$ cat src/rtl/irqq_pkg.sv
package irqq_pkg;
  localparam int DESC_W    = 32;
  localparam int STAT_W    = 3;
  localparam int ST_LOST   = 0;
  localparam int ST_PERR   = 1;
  localparam int ST_SACK   = 2;

  // Merge newly seen events into a sticky pending set.
  function automatic logic [STAT_W-1:0] stat_merge(input logic [STAT_W-1:0] cur,
                                                   input logic lost, input logic perr,
                                                   input logic sack);
    logic [STAT_W-1:0] ev;
    ev = '0;
    ev[ST_LOST] = lost;
    ev[ST_PERR] = perr;
    ev[ST_SACK] = sack;
    return cur | ev;
  endfunction
endpackage

$ cat src/rtl/irqq_fifo.sv
module irqq_fifo #(
  parameter int DW    = 32,
  parameter int DEPTH = 8
) (
  input  logic          clk,
  input  logic          rst_n,
  input  logic          flush,
  input  logic          push_vld,
  input  logic [DW-2:0] push_data,
  input  logic          pop_rdy,
  output logic          head_vld,
  output logic [DW-1:0] head_data,
  output logic          drain,
  output logic          drop
);
  localparam int PW = (DEPTH > 1) ? $clog2(DEPTH) : 1;
  localparam int CW = $clog2(DEPTH + 1);

  logic [DW-1:0] mem [DEPTH];
  logic [PW-1:0] rd_ptr, wr_ptr;
  logic [CW-1:0] count;
  logic          full, push;
  logic [PW-1:0] newest;

  function automatic logic [PW-1:0] ptr_next(input logic [PW-1:0] p);
    return (p == PW'(DEPTH - 1)) ? '0 : p + 1'b1;
  endfunction

  function automatic logic [PW-1:0] ptr_prev(input logic [PW-1:0] p);
    return (p == '0) ? PW'(DEPTH - 1) : p - 1'b1;
  endfunction

  assign full      = (count == CW'(DEPTH));
  assign head_vld  = (count != '0);
  assign head_data = mem[rd_ptr];
  assign drain     = head_vld && pop_rdy && !flush;
  assign push      = push_vld && !flush && (!full || drain);
  assign drop      = push_vld && !flush && full && !drain;
  assign newest    = ptr_prev(wr_ptr);

  always_ff @(posedge clk or negedge rst_n) begin
    if (!rst_n) begin
      rd_ptr <= '0;
      wr_ptr <= '0;
      count  <= '0;
    end else if (flush) begin
      rd_ptr <= '0;
      wr_ptr <= '0;
      count  <= '0;
    end else begin
      if (push)  wr_ptr <= ptr_next(wr_ptr);
      if (drain) rd_ptr <= ptr_next(rd_ptr);
      case ({push, drain})
        2'b10:   count <= count + 1'b1;
        2'b01:   count <= count - 1'b1;
        default: count <= count;
      endcase
    end
  end

  always_ff @(posedge clk or negedge rst_n) begin
    if (!rst_n) begin
      for (int i = 0; i < DEPTH; i++) mem[i] <= '0;
    end else if (push) begin
      mem[wr_ptr] <= {1'b0, push_data};
    end else if (drop) begin
      mem[newest][DW-1] <= 1'b1;
    end
  end


  no_overflow_chk: assert property (@(posedge clk) disable iff (!rst_n)
    count <= CW'(DEPTH));

  drop_marks_newest_chk: assert property (@(posedge clk) disable iff (!rst_n)
    drop |=> mem[$past(newest)][DW-1]);

  full_drain_accept_chk: assert property (@(posedge clk) disable iff (!rst_n)
    (full && pop_rdy && push_vld) |-> !drop);

  head_hold_chk: assert property (@(posedge clk) disable iff (!rst_n)
    (head_vld && !pop_rdy && !flush) |=> head_data[DW-2:0] == $past(head_data[DW-2:0]));
endmodule

$ cat src/rtl/irqq_status.sv
module irqq_status
  import irqq_pkg::*;
(
  input  logic              clk,
  input  logic              rst_n,
  input  logic              clr,
  input  logic              drain,
  input  logic              lost_evt,
  input  logic              perr_evt,
  input  logic              perr_en,
  input  logic              sack_evt,
  output logic [STAT_W-1:0] stat
);
  logic [STAT_W-1:0] pend, pend_nxt;

  assign pend_nxt = stat_merge(pend, lost_evt, perr_evt && perr_en, sack_evt);

  always_ff @(posedge clk or negedge rst_n) begin
    if (!rst_n) begin
      pend <= '0;
      stat <= '0;
    end else if (clr) begin
      pend <= '0;
      stat <= '0;
    end else if (drain) begin
      pend <= '0;
      stat <= stat | pend_nxt;
    end else begin
      pend <= pend_nxt;
    end
  end


  stat_hold_chk: assert property (@(posedge clk) disable iff (!rst_n)
    (!drain && !clr) |=> $stable(stat));

  stat_clear_chk: assert property (@(posedge clk) disable iff (!rst_n)
    clr |=> (stat == '0));

  stat_rise_on_drain_chk: assert property (@(posedge clk) disable iff (!rst_n)
    !drain |=> ((stat & ~$past(stat)) == '0));
endmodule

$ cat src/rtl/irq_desc_queue.sv
module irq_desc_queue
  import irqq_pkg::*;
#(
  parameter int DEPTH = 8
) (
  input  logic              clk,
  input  logic              rst_n,
  input  logic              soft_rst,
  input  logic              cfg_wr,
  input  logic              irq_valid,
  input  logic [DESC_W-2:0] irq_desc,
  output logic              wr_req,
  output logic [DESC_W-1:0] wr_desc,
  input  logic              wr_ack,
  input  logic              par_resp_en,
  input  logic              par_err_evt,
  input  logic              svc_done_evt,
  output logic [STAT_W-1:0] status
);
  logic drain_w, drop_w, clr_w;

  assign clr_w = soft_rst || cfg_wr;

  irqq_fifo #(.DW(DESC_W), .DEPTH(DEPTH)) u_fifo (
    .clk       (clk),
    .rst_n     (rst_n),
    .flush     (soft_rst),
    .push_vld  (irq_valid),
    .push_data (irq_desc),
    .pop_rdy   (wr_ack),
    .head_vld  (wr_req),
    .head_data (wr_desc),
    .drain     (drain_w),
    .drop      (drop_w)
  );

  irqq_status u_stat (
    .clk      (clk),
    .rst_n    (rst_n),
    .clr      (clr_w),
    .drain    (drain_w),
    .lost_evt (drop_w),
    .perr_evt (par_err_evt),
    .perr_en  (par_resp_en),
    .sack_evt (svc_done_evt),
    .stat     (status)
  );


  perr_mask_chk: assert property (@(posedge clk) disable iff (!rst_n)
    (drain_w && !status[ST_PERR] && !par_resp_en && !par_err_evt && !cfg_wr && !soft_rst
     && $past(!par_resp_en) && $past(!status[ST_PERR]) && $past(drain_w))
    |=> !status[ST_PERR]);
endmodule

$ cat config.mk
export PLATFORM = sky130hd
export DESIGN_NAME = irq_desc_queue
export DESIGN_NICKNAME = d
export VERILOG_FILES = /design/src/rtl/irqq_pkg.sv /design/src/rtl/irqq_fifo.sv /design/src/rtl/irqq_status.sv /design/src/rtl/irq_desc_queue.sv
export SDC_FILE = /design/constraint.sdc
export NUM_CORES = 1
export LEC_CHECK = 0
export ABC_AREA = 1
export ABC_CLOCK_PERIOD_IN_PS = 1950
export BUFFER_PORTS_ARGS = -buffer_cell sky130_fd_sc_hd__buf_2
export CORE_MARGIN = 2
export CORE_UTILIZATION = 43
export DETAILED_ROUTE_END_ITERATION = 7
export PLACE_DENSITY = 0.72
export SLEW_MARGIN = 20
export SYNTH_ARGS = -nofsm -noshare
export SYNTH_HDL_FRONTEND = slang
export SYNTH_SLANG_ARGS = --single-unit
$ cat constraint.sdc
create_clock -name clk -period 1.95 [get_ports clk]
set_clock_uncertainty 0.05 [all_clocks]
set_input_delay 0.39 -clock clk [delete_from_list [all_inputs] [get_ports clk]]
set_output_delay 0.39 -clock clk [all_outputs]
set_load 0.02 [all_outputs]
== Word-level counts from Yosys, hierarchy flattened ==
Cells that the tools add are included.
Storage, ports and cells
  bits in registers: 272
  bits of input ports: 40
  output and inout bits: 36
Cells by class
  add/sub/neg operators: 5
  magnitude comparators: 5
  equal/unequal tests: 5
  mux-type cells: 23
  bitwise gates (word level): 6
  reduce and logical (&&, ||, !) cells: 21
Operators by type and width (count)
  256-bit two-way mux: 2
  256-bit bitwise mux: 1
  256-bit bitwise OR: 1
  32-bit demux with 3-bit select: 2
  32-bit two-way mux: 4
  32-bit binary-select mux with 3-bit select: 1
  3-bit two-way mux: 11
  4-bit >= comparator (second input constant): 3
  3-bit NOT with 4-bit output: 3
  1-bit logical AND: 9
  4-bit by 1-bit less-than comparator with 1-bit output (second input constant): 2
  4-bit case mux with 2 select lines: 1
  2-bit nonzero test: 4
  3-bit by 1-bit adder with 3-bit output (second input constant): 2
  3-bit equality test (second input constant): 2
  3-bit bitwise OR: 2
  4-bit by 1-bit adder with 4-bit output (second input constant): 1
  4-bit equality test (second input constant): 1
  4-bit two-way mux: 1
  4-bit nonzero test: 1
  4-bit by 1-bit subtractor with 4-bit output (second input constant): 1
  1-bit zero test: 3
  3-bit zero test: 1
  3-bit nonzero test: 1
  4 further kinds: 5

== Longest topological paths before layout ==
Gate-level depths: netlist (run 1).
  depth in word-level cells: 10
  mapped depth: 12

== Hierarchy ==
A second synthesis (run 1) with hierarchy kept.
Second synthesis, totals
  cell total of the unflattened synthesis: 1481
  area total of the unflattened synthesis: 12733.5 um2
By module, submodules not included
  irqq_fifo: instances 1, cells each 1449, area an instance 12475.7 um2
  irqq_status: instances 1, cells each 29, area an instance 246.5 um2
  irq_desc_queue: instances 1, cells each 3, area an instance 11.3 um2

== Worst setup path after synthesis (run 1) ==
No wires, ideal clock.
  path kind: register -> output
  from: register u_fifo.rd_ptr[0]
  to: output port wr_desc[17]
  arrival time: 1.733 ns
  setup slack: -0.223 ns
  cell stages (with the launch flop): 9
  cell sequence: dfrtp_1 -> buf_2 -> inv_1 -> buf_2 -> clkbuf_1 -> nor2_1 -> o22ai_1 -> nor2_1 -> a31oi_1
On the way
  longest elaborated chain between the ends: 4
RTL lines
  start, declared: line irqq_fifo.sv:20  | logic [PW-1:0] rd_ptr, wr_ptr;
  start signal, assigned: line irqq_fifo.sv:52  | if (drain) rd_ptr <= ptr_next(rd_ptr);
  3-bit NOT with 4-bit output (implied by the code): line irqq_fifo.sv:35  | assign head_data = mem[rd_ptr];
  32-bit binary-select mux with 3-bit select: line irqq_fifo.sv:35
  32-bit two-way mux (implied by the code) (2 in a row): line irqq_fifo.sv:35
  end, declared: line irq_desc_queue.sv:13  | output logic [DESC_W-1:0] wr_desc,
No other way between the ends. The select of a mux whose other input is x is not followed.

== Final worst setup path (run 1) ==
  from: register u_fifo.rd_ptr[0]
  to: output port wr_desc[0]
Same word-level chain as after synthesis.

==> flow_metrics.env, run 1 <==
export IMPL_synth_nets=1522
export IMPL_synth_edff_count=0
export IMPL_path_class="flop to output pin"
export IMPL_start_util_pct=43.8
export IMPL_power_density_nw_per_um2=1240
export IMPL_syn_inst=1474
export IMPL_r2r_cells=11
export IMPL_min_path_type="input port to flop"
export IMPL_dpl_hpwl_um=19200
export IMPL_min_to="u_stat.pend[2]"
export IMPL_cp_slowest_stage_delay_ps=510
export IMPL_cts_buffer_depth=3
export IMPL_gr_usage_all_layers_pct=21.4
export IMPL_postLayoutCellArea_um2=15300
export IMPL_cts_root_buffer="clkbuf_16"
export IMPL_ant_nets=0
export IMPL_htree_levels=1
export IMPL_grt_pass1_vias=10291
export IMPL_dieArea_um2=29800
export IMPL_drive_above_1_share_pct=16.9
export IMPL_power_total_w=0.0190
export IMPL_avgSynthCellArea_um2=8.30
export IMPL_gp_congestion=0.834
export IMPL_drtIter0Drc=1116
export IMPL_clk_pin_slew_ps=60
export IMPL_whs_path_depth=3
export IMPL_yosys_cell_types_count=31
export IMPL_rsz0062_at_grt="yes"
export IMPL_port_buffers=75
export IMPL_critPathTopFamily="flip-flops"
export IMPL_synth_top_area_cell="dfrtp_1"
export IMPL_worstHoldStart="svc_done_evt"
export IMPL_synth_commonest_cells="350 x o21ai_0, 278 x nand2_1, 272 x dfrtp_1, 252 x nor2_1, 68 x clkbuf_1"
export IMPL_async_flop_share_pct=100
export IMPL_timing_final_crit_share_pct=129
export IMPL_drv_cap=0
export IMPL_dr_pass1_iters=7
export IMPL_cts_made_buffers=29
export IMPL_cts_tree="built"
export IMPL_routed_via_density=5.48
export IMPL_peakVddDrop_v=0.000823
export IMPL_finalNetCount=1619
export IMPL_ios=76
export IMPL_yosys_warnings=0
export IMPL_hold_viol=0
export IMPL_core_area_um2=27900
export IMPL_finalCriticalPeriod_ps=2520
export IMPL_worstMarginPinSlew_ps=471
export IMPL_multiInputGateArea_um2=5060
export IMPL_grt_max_degree=64
export IMPL_synth_area_leaders="dfrtp_1 56%, o21ai_0 14%, nand2_1 8.5%"
export IMPL_antenna_found_initial=0
export IMPL_max_freq_ghz=0.396
export IMPL_grt_ovfl_total=0
export IMPL_dr_total_vias=10786
export IMPL_final_util_pct=54.9
export IMPL_synthesis_area_um2=12200
export IMPL_end_kind="output pin"
export IMPL_crit_fanout=14
export IMPL_failed_checks="setup timing"
export IMPL_regToRegEndpoint="u_fifo.mem[44]"
export IMPL_cts_sinks=272
export IMPL_crit_chain="buf_8 -> buf_12 -> o21ai_1 -> o22ai_1 -> nor2_1 -> a31oi_2 -> buf_4"
export IMPL_rows=61
export IMPL_r2r_start="u_fifo.count[0]"
export IMPL_required_ps=1510
export IMPL_slew_limit_headroom_pct=68.6
export IMPL_yosysMostFrequentCell="o21ai_0"
export IMPL_slew_viol_final=0
export IMPL_routed_wl_um=34700
export IMPL_setup_slack_ps=-572
export IMPL_die_w_um=173
export IMPL_grt_pass1_wl_um=53200
export IMPL_cp_arrival_ps=2080
export IMPL_r2r_slack_ps=80
export IMPL_ys_ff_latch=272
export IMPL_ys_seq_area_share_pct=55.6
export IMPL_wl_per_cell_um=17.6
export IMPL_chipHeight_um=173
export IMPL_finalSetupViolations=32
export IMPL_pre_cts_ws_ps=-92.7
export IMPL_crit_buf_inv=3
export IMPL_worstSkewPairLatency_ps=540
export IMPL_status="finished with violations"
export IMPL_p_leak_nw=7.29
export IMPL_synth_main_ff_cell="dfrtp_1"
export IMPL_num_fill_cells=2493
export IMPL_placed_cell_area_um2=13700
export IMPL_critPathSlowestCell="dfrtp_4"
export IMPL_area_delta_synth_final_pct=25.4
export IMPL_start_kind="flop"
export IMPL_diodes=0
export IMPL_synth_top_area_share_pct=55.6
export IMPL_drc_errors=0
export IMPL_regArea_um2=6810
final cells by class:
type | instances | area share [%]
repair buffers | 164 | 11.8
clock buffers | 47 | 5.63
well taps | 378 | 3.08
flip-flops and latches | 272 | 44.4
multi-input cells | 1039 | 33.0
clock inverters | 5 | 0.326
inverters | 65 | 1.77
metal layers:
layer  global-route usage, %  routed length (um)  up-vias
met5                       0                   0        -
met4                    6.11                 732        0
met3                    2.07                2020       47
met2                    35.9               16600      409
met1                    29.6               15300     5242
li1                        -                   -     5088
cells by family after synthesis:
logic type,Yosys count,synth area share [%]
AO/OA/AOI/OAI,472,20.2
flip-flops,272,55.6
buffers and inverters,163,5.35
adder cells (fa/ha/maj),8,0.818
XOR/XNOR,1,0.0716
AND/OR/NAND/NOR,558,17.9
how the worst max path moves through the flow:
stage	start	to	slack, ps	cells after the start
4_1_cts	u_fifo.rd_ptr[0]	wr_desc[20]	-580	6
3_3_place_gp	u_fifo.rd_ptr[0]	wr_desc[6]	-70	7
3_5_place_dp	u_fifo.rd_ptr[0]	wr_desc[6]	-90	7
6_report	u_fifo.rd_ptr[0]	wr_desc[0]	-570	7
2_1_floorplan	u_fifo.count[0]	u_fifo.count[3]	10	12
5_1_grt	u_fifo.rd_ptr[0]	wr_desc[0]	-670	7
layout by cell type, fill, tap and decap left out, types with 3 or more instances in the layout:
| cell type | n |
|---|---|
| buf_16 | 3 |
| buf_6 | 9 |
| o21ai_0 | 306 |
| clkbuf_8 | 7 |
| inv_1 | 61 |
| nor2_1 | 243 |
| buf_4 | 66 |
| nand2_1 | 275 |
| nand2_2 | 5 |
| nand3_1 | 8 |
| nand2_4 | 5 |
| nor3_1 | 5 |
| clkbuf_16 | 40 |
| o21a_1 | 6 |
| o22ai_1 | 32 |
| buf_12 | 30 |
| clkbuf_1 | 11 |
| clkinv_2 | 4 |
| o21ai_1 | 81 |
| nor2_4 | 3 |
| a21oi_1 | 9 |
| dfrtp_1 | 269 |
| ha_1 | 8 |
| a31oi_2 | 32 |
| nor2_2 | 7 |
| buf_2 | 42 |
power by group:
group | switching [W] | leakage (nW) | internal [W]
sequential | 0.000722 | 3.61 | 0.00689
clock | 0.00218 | 0.450 | 0.00313
combinational | 0.00349 | 3.23 | 0.00261
worst reg2reg max path: stages, from the launching register on:
cell and delay (ps):
dfrtp_1 430, nor2_4 210, a21boi_4 90, nand2_4 110, nand2_4 70, nand2_4 100, clkinv_8 90, buf_4 160
nand2_8 140, buf_12 160, nand2_1 70, o21ai_0 100
per-stage QoR:
stage,instances,setup TNS (ps),hold slack [ps]
after floorplan,1474,0,44.4
after global placement,1888,-325,303
after detailed placement,1888,-696,311
after CTS,1944,-16760,33.1
after global routing,1970,-18970,64.6
final,1970,-16220,48.6
what timing repair did:
action / in CTS / in global routing
endpoints found under the hold margin: 47 / 0
setup endpoints to repair: 69 / 234
hold buffers: 1 / 0
cloned: 2 / 14
resized for setup: 61 / 57
setup buffers: 1 / 12
pin swaps: 5 / 10
state kept, by name, indices dropped and copies added, names as in the netlist:
register and count:
u_fifo.wr_ptr 3, u_fifo.rd_ptr 3, u_fifo.mem 256, u_stat.pend 3, u_fifo.count 4, u_stat.stat 3
Power figures use the tool's default switching activity.
==> run 2: changes to the inputs <==
ABC_AREA = 0   (was 1)
GPL_TIMING_DRIVEN = 0   (was not set)
SLEW_MARGIN = not set   (was 20)
==> run 2 against run 1 <==
Net effect: the flow still finishes with violations (setup timing); synthesized cell count decreased by 46%; critical path depth shrank 2; via count shrank 27%; hold slack worse by 3.1 ps; non-clock buffer count is 51 higher; routed wire length did not move; die area grew 4.1%; first-iteration DRC count shrank 49%; combinational power rose by 22%; area after synthesis grew 4.2%; cell count fell by 29%; core utilization is 4.2 points higher; critical path type unchanged.
==> flow_metrics.env, run 2 <==
export IMPL_synth_top_area_cell="dfrtp_1"
export IMPL_synth_top_area_share_pct=53.4
export IMPL_yosys_cell_types_count=48
export IMPL_cts_tree="built"
export IMPL_start_util_pct=43.4
export IMPL_wl_per_cell_um=24.9
export IMPL_start_kind="flop"
export IMPL_drc_errors=0
export IMPL_routed_via_density=5.67
export IMPL_path_class="flop to output pin"
export IMPL_async_flop_share_pct=100
export IMPL_finalSetupViolations=281
export IMPL_synth_commonest_cells="272 x dfrtp_1, 218 x mux2_2, 64 x mux4_2, 58 x mux2_4, 23 x buf_2"
export IMPL_core_area_um2=29400
export IMPL_ys_ff_latch=272
export IMPL_hold_viol=0
export IMPL_rows=63
export IMPL_critPathSlowestCell="mux4_2"
export IMPL_end_kind="output pin"
export IMPL_final_common_cell="dfrtp_1"
export IMPL_clk_pin_slew_ps=60
export IMPL_synth_edff_count=0
export IMPL_grt_ovfl_total=0
export IMPL_drive_above_1_share_pct=64.6
export IMPL_peakVddDrop_v=0.000825
export IMPL_dr_total_vias=7907
export IMPL_power_total_w=0.0212
export IMPL_crit_chain="buf_12 -> buf_12 -> mux4_2 -> mux2_4 -> buf_2"
export IMPL_synth_nets=837
export IMPL_ys_seq_area_share_pct=53.4
export IMPL_area_delta_synth_final_pct=36.3
export IMPL_synthesis_area_um2=12800
export IMPL_ios=76
export IMPL_rsz0062_at_grt="yes"
export IMPL_dpl_hpwl_um=17900
export IMPL_path_common_cell="buf_12"
export IMPL_num_fill_cells=2083
export IMPL_cts_sinks=272
export IMPL_drv_cap=0
export IMPL_grt_pass1_vias=8449
export IMPL_grt_pass1_wl_um=50900
export IMPL_slew_viol_final=0
export IMPL_min_path_type="input port to flop"
export IMPL_crit_buf_inv=3
export IMPL_p_leak_nw=8.10
export IMPL_failed_checks="setup timing"
export IMPL_cp_slowest_stage_delay_ps=510
export IMPL_most_common_layout_cells="266 x dfrtp_1, 219 x mux2_4, 64 x mux4_2, 64 x mux2_2, 57 x buf_2"
export IMPL_syn_inst=789
export IMPL_finalNetCount=1032
export IMPL_gr_usage_all_layers_pct=21.5
export IMPL_top_regs="u_fifo.mem x256, u_fifo.count x4"
export IMPL_multiInputGateArea_um2=6390
export IMPL_largest_register_ffs=256
export IMPL_regArea_um2=6810
export IMPL_worstMarginPinSlew_ps=526
export IMPL_dr_pass1_iters=5
export IMPL_port_buffers=74
export IMPL_finalCriticalPeriod_ps=2750
export IMPL_synth_area_leaders="dfrtp_1 53%, mux2_2 19%, mux4_2 11%"
export IMPL_top_register="u_fifo.mem"
export IMPL_cp_arrival_ps=2310
export IMPL_drtIter0Drc=571
export IMPL_required_ps=1510
export IMPL_chipHeight_um=176
export IMPL_setup_slack_ps=-796
export IMPL_routed_wl_um=34700
export IMPL_status="finished with violations"
export IMPL_die_w_um=176
export IMPL_grt_max_degree=124
export IMPL_final_util_pct=59.1
export IMPL_cts_buffer_depth=3
export IMPL_dieArea_um2=31100
export IMPL_antenna_found_initial=1
export IMPL_timing_final_crit_share_pct=141
export IMPL_power_density_nw_per_um2=1220
export IMPL_yosysMostFrequentCell="dfrtp_1"
export IMPL_cts_root_buffer="clkbuf_16"
export IMPL_gp_congestion=0.780
export IMPL_critPathTopFamily="multiplexers"
export IMPL_crit_fanout=10
export IMPL_htree_levels=1
export IMPL_avgSynthCellArea_um2=16.2
export IMPL_cts_made_buffers=29
export IMPL_synth_main_ff_cell="dfrtp_1"
export IMPL_slew_limit_headroom_pct=64.9
export IMPL_yosys_warnings=0
export IMPL_worstSkewPairLatency_ps=540
export IMPL_max_freq_ghz=0.364
export IMPL_ant_nets=0
run 2: cell types whose count changed after synthesis, moves of 32 or more:
cell,before,now
o21ai_1,38,0
mux2_2,0,218
nor2_1,252,18
mux2_4,0,58
mux4_2,0,64
o22ai_1,32,0
inv_1,64,8
o21ai_0,350,3
clkbuf_1,68,14
nand2_1,278,12
run 2: cell type report:
cell class / instances / area share (%)
Clock buffer: 43 / 5.11
Buffer: 41 / 3.91
Tap cell: 390 / 2.81
Inverter: 8 / 0.259
Multi-Input combinational cell: 458 / 36.8
Sequential cell: 272 / 39.2
Clock inverter: 8 / 0.806
Timing Repair Buffer: 174 / 11.1
Antenna cell: 1 / 0.0144
run 2: path summary, 6_finish.rpt:
check	slack (ps)	end	from	cells after the start
hold / removal	50	u_stat.pend[2]	svc_done_evt	3
setup / recovery	-800	wr_desc[8]	u_fifo.rd_ptr[0]	5
min in group asynchronous	340	u_fifo.mem[28]	rst_n	2
max in group asynchronous	360	u_fifo.mem[220]	rst_n	4
setup reg to reg	-380	u_fifo.count[3]	u_fifo.count[2]	8
hold reg to reg	440	u_stat.pend[1]	u_stat.pend[1]	2
run 2: timing repair:
action	4_1_cts	5_1_grt
buffers inserted	57	25
hold buffers	2	0
gates resized for setup	182	138
hold endpoints to repair	65	0
gates cloned	18	6
setup endpoints to repair	285	415
pin swaps	16	22
run 2: through the flow:
stage / setup slack, ps / cell area, um2 / instances / setup TNS, ps / hold slack, ps
6_report: -796 / 17400 / 1395 / -58990 / 45.5
5_1_grt: -865 / 17400 / 1395 / -70670 / 65.3
4_1_cts: -803 / 16800 / 1380 / -59800 / 25.8
3_5_place_dp: -810 / 14100 / 1255 / -92790 / 334
3_3_place_gp: -4660 / 14100 / 1253 / -1351630 / 419
2_1_floorplan: -481 / 13200 / 789 / -16650 / 44.4
run 2: metal layers:
metal  track usage (%)  up-vias  wire length [um]  share of wire [%]
met5                 0        -                 0                  0
met1              29.9     4289             15000                 43
li1                  -     3337                 -                  -
met4              6.37        0              1090                3.1
met2              35.5      217             17100                 49
met3              3.10       64              1540                4.4
run 2: where the power goes:
part / leakage (nW) / total, W / switching [W] / internal, W
sequential: 3.49 / 0.00784 / 0.000830 / 0.00701
combinational: 4.10 / 0.00742 / 0.00293 / 0.00449
clock: 0.512 / 0.00592 / 0.00227 / 0.00365
total: 8.10 / 0.0212 / 0.00604 / 0.0151
run 2: worst reg2reg max path: cells and delay by family (launching register included):
kind                     cells  cell delay [ps]
AND/OR/NAND/NOR              4             1060
flip-flops                   1              420
AO/OA/AOI/OAI                3              410
adder cells (fa/ha/maj)      1              300
run 2: cells by family after synthesis:
kind of cell | share of synthesized area [%]
muxes | 38.1
DFF | 53.4
and+or+nand+nor | 2.86
buffers and inverters | 2.76
AOI/OAI and AO/OA | 2.01
adders and majority gates | 0.785
xor gates and xnor gates | 0.0687
==> run 3: changes to the inputs <==
CELL_PAD_IN_SITES_DETAIL_PLACEMENT = 1   (was not set)
CELL_PAD_IN_SITES_GLOBAL_PLACEMENT = 1   (was not set)
PLACE_DENSITY = 0.81   (was 0.72)
==> run 3 against run 2 <==
Net effect: critical path depth stayed put; highest routed layer unchanged; the flow still finishes with violations (setup timing); setup slack worse by 70 ps; fmax is 2.5% lower.
==> flow_metrics.env, run 3 (synthesized netlist as in run 2, its figures left out) <==
export IMPL_crit_start="u_fifo.rd_ptr[0]"
export IMPL_slew_viol_final=0
export IMPL_routed_via_density=6.14
export IMPL_gp_congestion=0.766
export IMPL_fin_setup_tns_ps=-82490
export IMPL_cts_buffer_depth=3
export IMPL_worstHoldStart="svc_done_evt"
export IMPL_start_kind="flop"
export IMPL_start_util_pct=43.4
export IMPL_r2r_start="u_fifo.count[1]"
export IMPL_clockPowerShare_pct=27.6
export IMPL_final_cells=1405
export IMPL_antenna_found_initial=2
export IMPL_end_kind="output pin"
export IMPL_crit_buf_inv=3
export IMPL_htree_levels=1
export IMPL_die_w_um=176
export IMPL_hold_viol=0
export IMPL_slew_limit_headroom_pct=58.8
export IMPL_path_depth=5
export IMPL_grt_pass1_vias=9717
export IMPL_max_freq_ghz=0.355
export IMPL_drc_errors=0
export IMPL_worstMarginPinSlew_ps=618
export IMPL_dieArea_um2=31100
export IMPL_regToRegEndpoint="u_fifo.mem[1]"
export IMPL_dr_pass1_iters=5
export IMPL_status="finished with violations"
export IMPL_critPathTopFamily="multiplexers"
export IMPL_gr_usage_all_layers_pct=29.8
export IMPL_chipHeight_um=176
export IMPL_num_fill_cells=2552
export IMPL_dr_total_vias=8622
export IMPL_cts_made_buffers=30
export IMPL_p_leak_nw=8.23
export IMPL_drive_above_1_share_pct=65.8
export IMPL_finalSetupViolations=291
export IMPL_grt_max_degree=121
export IMPL_setup_slack_ps=-865
export IMPL_worstSkewPairLatency_ps=580
export IMPL_top_register="u_fifo.mem"
export IMPL_crit_fanout=10
export IMPL_failed_checks="setup timing"
export IMPL_crit_chain="buf_12 -> buf_12 -> mux4_2 -> mux2_4 -> buf_6"
export IMPL_clk_pin_slew_ps=60
export IMPL_grt_ovfl_total=0
export IMPL_cts_root_buffer="clkbuf_16"
export IMPL_cts_tree="built"
export IMPL_path_class="flop to output pin"
export IMPL_power_switching_w=0.00731
export IMPL_dpl_hpwl_um=19900
export IMPL_routed_wl_um=46800
export IMPL_cts_sinks=272
export IMPL_p_int_w=0.0157
export IMPL_largest_register_ffs=256
export IMPL_cp_arrival_ps=2380
export IMPL_drtIter0Drc=633
export IMPL_ios=76
export IMPL_rows=63
export IMPL_cp_slowest_stage_delay_ps=550
export IMPL_placed_cell_area_um2=14100
export IMPL_grt_pass1_wl_um=68200
export IMPL_critPathSlowestCell="mux4_2"
export IMPL_netSwitchingFraction_pct=31.8
export IMPL_top_regs="u_fifo.mem x256, u_fifo.count x4"
export IMPL_finalCriticalPeriod_ps=2820
export IMPL_crit_path_end="wr_desc[0]"
export IMPL_path_common_cell="buf_12"
export IMPL_p_comb_share_pct=37.1
export IMPL_drv_cap=0
export IMPL_dp_cells=1255
export IMPL_min_path_type="input port to flop"
export IMPL_rsz0062_at_grt="yes"
export IMPL_peakVddDrop_v=0.000711
export IMPL_postLayoutCellArea_um2=17700
export IMPL_finalNetCount=1038
export IMPL_wl_per_cell_um=33.3
export IMPL_pre_cts_ws_ps=-774
export IMPL_r2r_cells=10
export IMPL_core_area_um2=29400
export IMPL_timing_final_crit_share_pct=144
export IMPL_area_delta_synth_final_pct=38.9
export IMPL_power_density_nw_per_um2=1300
export IMPL_port_buffers=74
export IMPL_final_common_cell="dfrtp_1"
export IMPL_ant_nets=0
export IMPL_required_ps=1510
export IMPL_r2r_slack_ps=-400
export IMPL_most_common_layout_cells="265 x dfrtp_1, 221 x mux2_4, 64 x mux4_2"
export IMPL_p_seq_share_pct=35.3
==> run 3: layout make-up <==
cell class                      instances  area (um2)  area share [%]
Sequential cell                       272        6820            38.5
Buffer                                 44         771            4.35
Clock buffer                           42         876            4.94
Timing Repair Buffer                  176        2110            11.9
Antenna cell                            2        5.00          0.0283
Tap cell                              390         488            2.75
Clock inverter                         13         196            1.11
Inverter                                8        41.3           0.233
Multi-Input combinational cell        458        6410            36.2
==> run 3: power groups by stage <==
stage,Combinational [W],Clock [W],Sequential [W]
4_1_cts,0.00773,0.00621,0.00785
2_1_floorplan,0.00465,0,0.00755
3_5_place_dp,0.00607,0,0.00784
6_report,0.00854,0.00635,0.00811
3_3_place_gp,0.00585,0,0.00773
5_1_grt,0.00888,0.00660,0.00819
==> run 3: metrics by stage <==
stage	power [W]	util (%)	hold WS, ps
after floorplan	0.0122	-	44.4
after global placement	0.0136	47.9	418
after detailed placement	0.0139	48.1	252
after CTS	0.0218	59.4	1.54
after global routing	0.0237	60.3	13.4
final	0.0230	60.3	4.49
==> run 3: repair_timing <==
| action | 4_1_cts | 5_1_grt |
|---|---|---|
| resized for setup | 253 | 119 |
| cloned | 23 | 5 |
| pin swaps | 18 | 18 |
| setup buffers | 72 | 21 |
| hold endpoints to repair | 42 | 0 |
| endpoints found under the setup margin | 289 | 396 |
| hold buffers | 2 | 0 |
==> run 3: worst reg2reg max path, delay by kind of cell (launching register included) <==
family	cells	cell delay, ps
compound gates	1	390
buf+inv	6	850
mux	1	310
flops	1	370
simple gates	2	260
==> run 3: worst min path at each step <==
| stage | to | slack (ps) | cells past startpoint |
|---|---|---|---|
| 3_3_place_gp | u_fifo.mem[69] | 420 | 1 |
| 4_1_cts | u_stat.pend[2] | 2 | 3 |
| 6_report | u_stat.pend[2] | 4 | 3 |
| 2_1_floorplan | u_fifo.count[0] | 40 | 0 |
| 5_1_grt | u_stat.pend[2] | 10 | 3 |
| 3_5_place_dp | u_fifo.mem[28] | 250 | 1 |
==> run 3: routing by layer <==
layer	up-vias	GRT usage, %	wire length [um]
met5	-	0	0
met4	0	11.9	2020
met3	126	5.08	2440
met2	397	51.3	23700
met1	4726	37.5	18700
li1	3373	-	-
